<file path="src/rtl/aux_supply_ctrl.sv">
module aux_supply_ctrl #(
  parameter int DEAD_W   = 4,
  parameter int DEBOUNCE = 8
) (
  input  logic       clk,
  input  logic       rst_n,
  input  logic       prim_ok,
  input  logic       aux1_ok,
  input  logic       aux2_ok,
  input  logic       prim_gt_aux1,
  input  logic       reg_wr,
  input  logic [1:0] reg_addr,
  input  logic [7:0] reg_wdata,
  output logic [7:0] reg_rdata,
  output logic [2:0] sw_en,
  output logic       rst_req,
  output logic       irq
);
  localparam int CW = $clog2(DEBOUNCE + 1);

  typedef enum logic [1:0] {ST_START, ST_DEAD, ST_RUN} st_t;

  st_t              st;
  logic [1:0]       cur, tgt;
  logic [DEAD_W-1:0] cnt, dead_eff;
  logic [CW-1:0]    pcnt;
  logic [7:0]       ctrl;
  logic [2:0]       kind, ok, ok_q, fall;
  logic             bor, swev, mon, none, go;

  assign ok       = {aux2_ok, aux1_ok, prim_ok};
  assign none     = ~|ok;
  assign fall     = ok_q & ~ok;
  assign dead_eff = (ctrl[7:4] == '0) ? DEAD_W'(1) : ctrl[7:4];
  assign go       = !none && st == ST_RUN && tgt != cur;
  assign irq      = mon;

  always_comb begin
    tgt = cur;
    if (ctrl[0]) begin
      if (cur == 2'd0) begin
        if (!prim_ok) begin
          if (aux1_ok)      tgt = 2'd1;
          else if (aux2_ok) tgt = 2'd2;
        end
      end else if (pcnt == CW'(DEBOUNCE)) tgt = 2'd0;
      else if (cur == 2'd1 && !aux1_ok && aux2_ok) tgt = 2'd2;
      else if (cur == 2'd2 && !aux2_ok && aux1_ok) tgt = 2'd1;
    end else if (ctrl[2:1] != 2'd3) begin
      tgt = ctrl[2:1];
    end
  end

  always_comb begin
    case (reg_addr)
      2'd0:    reg_rdata = ctrl;
      2'd1:    reg_rdata = {5'd0, kind};
      2'd2:    reg_rdata = {2'd0, mon, swev, bor, st != ST_RUN, cur};
      default: reg_rdata = 8'd0;
    endcase
  end

  always_ff @(posedge clk or negedge rst_n) begin
    if (!rst_n) begin
      st    <= ST_START;
      cur   <= 2'd0;
      cnt   <= '0;
      sw_en <= 3'd0;
    end else if (!none) begin
      case (st)
        ST_START: begin
          cur <= prim_gt_aux1 ? 2'd0 : 2'd1;
          cnt <= dead_eff;
          st  <= ST_DEAD;
        end
        ST_DEAD: begin
          if (cnt == DEAD_W'(1)) begin
            sw_en <= 3'b001 << cur;
            st    <= ST_RUN;
          end else cnt <= cnt - 1'b1;
        end
        default: if (go) begin
          sw_en <= 3'd0;
          cur   <= tgt;
          cnt   <= dead_eff;
          st    <= ST_DEAD;
        end
      endcase
    end
  end

  always_ff @(posedge clk or negedge rst_n) begin
    if (!rst_n) begin
      ctrl    <= 8'h41;
      kind    <= 3'd0;
      ok_q    <= 3'd0;
      pcnt    <= '0;
      bor     <= 1'b0;
      rst_req <= 1'b0;
      swev    <= 1'b0;
      mon     <= 1'b0;
    end else begin
      ok_q    <= ok;
      bor     <= none;
      rst_req <= |(fall & kind);
      if (!prim_ok) pcnt <= '0;
      else if (pcnt != CW'(DEBOUNCE)) pcnt <= pcnt + 1'b1;
      if (reg_wr && reg_addr == 2'd0) ctrl <= reg_wdata;
      if (reg_wr && reg_addr == 2'd1) kind <= reg_wdata[2:0];
      if (go) swev <= 1'b1;
      else if (reg_wr && reg_addr == 2'd2 && reg_wdata[4]) swev <= 1'b0;
      if (|(fall & ~kind)) mon <= 1'b1;
      else if (reg_wr && reg_addr == 2'd2 && reg_wdata[5]) mon <= 1'b0;
    end
  end

  p_onehot_r2: assert property (@(posedge clk) disable iff (!rst_n)
    $onehot0(sw_en));
  p_enable_matches_code_r2: assert property (@(posedge clk) disable iff (!rst_n)
    (sw_en != 3'd0) |-> (sw_en == (3'b001 << cur)));
  p_break_before_make_r3: assert property (@(posedge clk) disable iff (!rst_n)
    ((sw_en != 3'd0) && ($past(sw_en) != 3'd0)) |-> (sw_en == $past(sw_en)));
  p_brownout_hold_r10: assert property (@(posedge clk) disable iff (!rst_n)
    $past(none) |-> $stable(sw_en));
  p_reset_needs_kind_r7: assert property (@(posedge clk) disable iff (!rst_n)
    rst_req |-> $past(|kind));
endmodule

</file>
<file path="config.mk">
export PLATFORM = sky130hd
export DESIGN_NAME = aux_supply_ctrl
export DESIGN_NICKNAME = d
export VERILOG_FILES = /design/src/rtl/aux_supply_ctrl.sv
export SDC_FILE = /design/constraint.sdc
export NUM_CORES = 1
export LEC_CHECK = 0
export BUFFER_PORTS_ARGS = -buffer_cell sky130_fd_sc_hd__buf_4
export CORE_MARGIN = 2
export CORE_UTILIZATION = 49
export DETAILED_ROUTE_END_ITERATION = 8
export GPL_TIMING_DRIVEN = 1
export PLACE_DENSITY = 0.74
export RECOVER_POWER = 25
export SYNTH_ARGS = -nofsm -noshare
export SYNTH_HDL_FRONTEND = slang
export SYNTH_SLANG_ARGS = --single-unit
</file>
<file path="constraint.sdc">
create_clock -name clk -period 3.8 [get_ports clk]
set_input_delay 0.76 -clock clk [delete_from_list [all_inputs] [get_ports clk]]
set_output_delay 0.76 -clock clk [all_outputs]
set_load 0.02 [all_outputs]
</file>
==> results.md <==
* CP max stage delay at 0.29 ns
* Fraction of layout cells with a size suffix above 1 at 0.213
* Post-synth EDFFs at 0
* Most frequent CP cell: buf_4
* Final setup viols at 0
* Total number of vias at about 1500
* Worst Hold Endpoint: swev$_DFFE_PN0P_
* Combinational Power Share at 0.386
* Chip width at 66.3 µm
* Hold path depth at 1
* Commonest non-fill, non-tap cell in the layout: dfrtp_1
* CP startpoint: reg_addr[1]
* Clk root buf: clkbuf_8
* Crit share post-route at 0.616
* Worst reg2reg setup slack at roughly 1.5 ns
* GPL Wtd Cong at 0.826
* Register bit count reported by yosys at 33
* Layout area overhead at 16.2%
* Port buffer count at 29
* Initial core utilization at 0.516
* Row cnt at 22
* Synthesized area at 1900 µm²
* Clock transition at the registers of the reported paths at around 0.070 ns
* CTS Buf Count at 5
* Post-cts resize count at 0
* R2R Path End: cnt[3]$_DFFE_PN0P_
* CTS tree: done
* Yosys cell types at 45
* Synth warn at 0
* GRT Residual Overflow at 0
* Total Neg Setup Slack at 0 ns
* Post-route ant nets at 0
* Peak supply drop at approximately 0.32 mV
* Die area at around 4400 µm²
* P_sw at about 0.00053 W
* Relative max-transition margin at -0.140
* DRC Markers at 0
* Worst min-delay path category: reg -> reg
* Total GRT Usage at 0.207
* Postcts setup bufs at 0
* Worst Tran Pin Value at between 1.5 and 2 ns
* R2r startpoint: cur[1]$_DFFE_PN0P_
* Syn nets at between 200 and 250
* Max-cap violations at 1
* NumNets Final at around 250
* Final hold vios at 0
* Clock Latency Late Sink at approximately 0.29 ns
* Cell count after synthesis at 197
* Core Area at about 3700 µm²
* Initial antenna violation count at 0
* Vias per cell at roughly 5.5
* Post-DP HPWL at roughly 2800 µm
* Maximum fanout along the worst path at 10
* Period minus WS final at 2.34 ns
* Main flop type after synthesis: dfrtp_1
* Status: finished with violations
* CTS Buffer Depth at 2
* FMAX at 427 MHz
* Critical path required time at 3.04 ns
* Syn avg cell area at ~9.7 µm²
* Switch share at 0.398
* Min-delay src: swev$_DFFE_PN0P_
* Vias in the first global route at 1444
* Iteration-0 DRC Markers at 78
* Largest net degree at the start of global routing at 34
* Final total power at 0.00134 W
* Hold_ws at slightly below 0.5 ns
* WL final at 3900 µm
* Internal Power at ~0.00081 W
* Critical path class: in -> out
* Failing checks: max-capacitance violations, max-slew violations
* Unrepaired setup endpoints after global routing: no
* I/O Pins at 30
* Worst path slowest cell: nor2b_1
* Sink Count at 33
* Clock network fraction of design power at 0.190
* Asr flop ratio synth at 1.00
* Cell area power density at 607 nW/µm²
* Type of element capturing the critical path: output pin
* TritonRoute pass-1 iters at 4
* Slew Limit Fails at 34
* Leakage at 0.986 nW
* Die H at around 66 µm
* Clock Skews at 0.00664 ns
* Commonest non-fill, non-tap cells in the layout: 31 x dfrtp_1, 25 x buf_4, 16 x nand2_1
* Hold_buf cts at 0
* WL/cell at 14.3 µm
* Startpoint Class: input port
* Sequential share of power at 0.424
* First-pass GRT wire length at 6870 µm
* # H-tree levels at 2
* CP cell instances: buf_4 > nor2b_1 > nand2_1 > o21ai_0 > buf_4
* # diodes at 0
* Worst EP arrival at 1.58 ns
* Reg2reg path depth at 6
* Seq/Total Area, Yosys at 0.435
## worst max-delay path: cells and delay by family
family	cells	cell delay, ns
and+or+nand+nor	2	0.37
buffers and inverters	2	0.33
AOI/OAI and AO/OA	1	0.11
## how the worst max path moves through the flow
| stage | to | cells past startpoint |
|---|---|---|
| detailed placement | cnt[3]$_DFFE_PN0P_ | 7 |
| floorplan | reg_rdata[0] | 3 |
| CTS | reg_rdata[0] | 5 |
| finish | reg_rdata[0] | 5 |
| global route | cnt[3]$_DFFE_PN0P_ | 7 |
| global placement | cnt[3]$_DFFE_PN0P_ | 7 |
## cells by family (layout without fill, tap and decap cells)
group | Yosys count | after routing | share of synthesized area
compound gates | 44 | 44 | 0.164
simple gates | 80 | 80 | 0.235
xor+xnor | 2 | 2 | 0.00920
mux | 17 | 17 | 0.0959
fa+ha+maj | 4 | 4 | 0.0263
buf+inv | 17 | 45 | 0.0355
flops | 33 | 33 | 0.435
## synth_stat cells (2+ instances only)
cell      instances  share of area
nor2b_1           6          0.020
nor2_1           15          0.030
o211ai_1          6          0.024
buf_2             2         0.0053
nor3_1            6          0.016
clkbuf_1          6          0.012
a221oi_1          2         0.0092
or3_1             2         0.0066
and2_1            5          0.016
ha_1              4          0.026
inv_1             7          0.014
a21oi_1          11          0.029
nand4_1           2         0.0066
xnor2_1           2         0.0092
nor3b_1           5          0.020
dfstp_2           2          0.028
nand3b_1          5          0.020
o21ai_0          12          0.032
nand2b_1          6          0.020
dfrtp_1          31           0.41
nand2_1          16          0.032
mux2i_1           7          0.037
nand3_1           5          0.013
nand4b_1          3          0.014
mux2_2            9          0.053
## layer usage
layer  vias up  track usage  share of wire
met3         5       0.0477          0.052
met2        38        0.308           0.45
met4         0       0.0689          0.012
met5         -            0              0
met1       706        0.298           0.49
li1        761            -              -
## flip-flops by register name, summed over array words and instances, names as in the netlist
name and count:
irq 1, ok_q 3, bor 1, rst_req 1, swev 1, ctrl 8, cur 2, kind 3
pcnt 4, cnt 4, st 2, sw_en 3
## stage by stage
stage                     cell area [µm²]  setup slack, ns  utilization  std cells
after detailed placement             2140             1.30        0.581        265
after CTS                            2230             1.46        0.604        273
final                                2210             1.46        0.600        273
after global routing                 2210             1.31        0.600        273
after floorplan                      1900             1.38            -        197
after global placement               2140             1.33        0.581        265
## area by class of cell
cell class                      count  area [µm²]
Clock inverter                      2        10.0
Clock buffer                        6        72.6
Multi-Input combinational cell    147        1010
Tap cell                           48        60.1
Sequential cell                    33         828
Inverter                            8        30.0
Fill cell                         333        1480
Timing Repair Buffer               29         203
## power groups by stage
stage          clock, W  combinational (W)  sequential, W
6_report       0.000255           0.000518       0.000570
5_1_grt        0.000276           0.000589       0.000589
3_5_place_dp          0           0.000520       0.000576
4_1_cts        0.000257           0.000524       0.000570
2_1_floorplan         0           0.000422       0.000522
3_3_place_gp          0           0.000514       0.000574
Note: power is estimated with default switching activity, not from simulation.
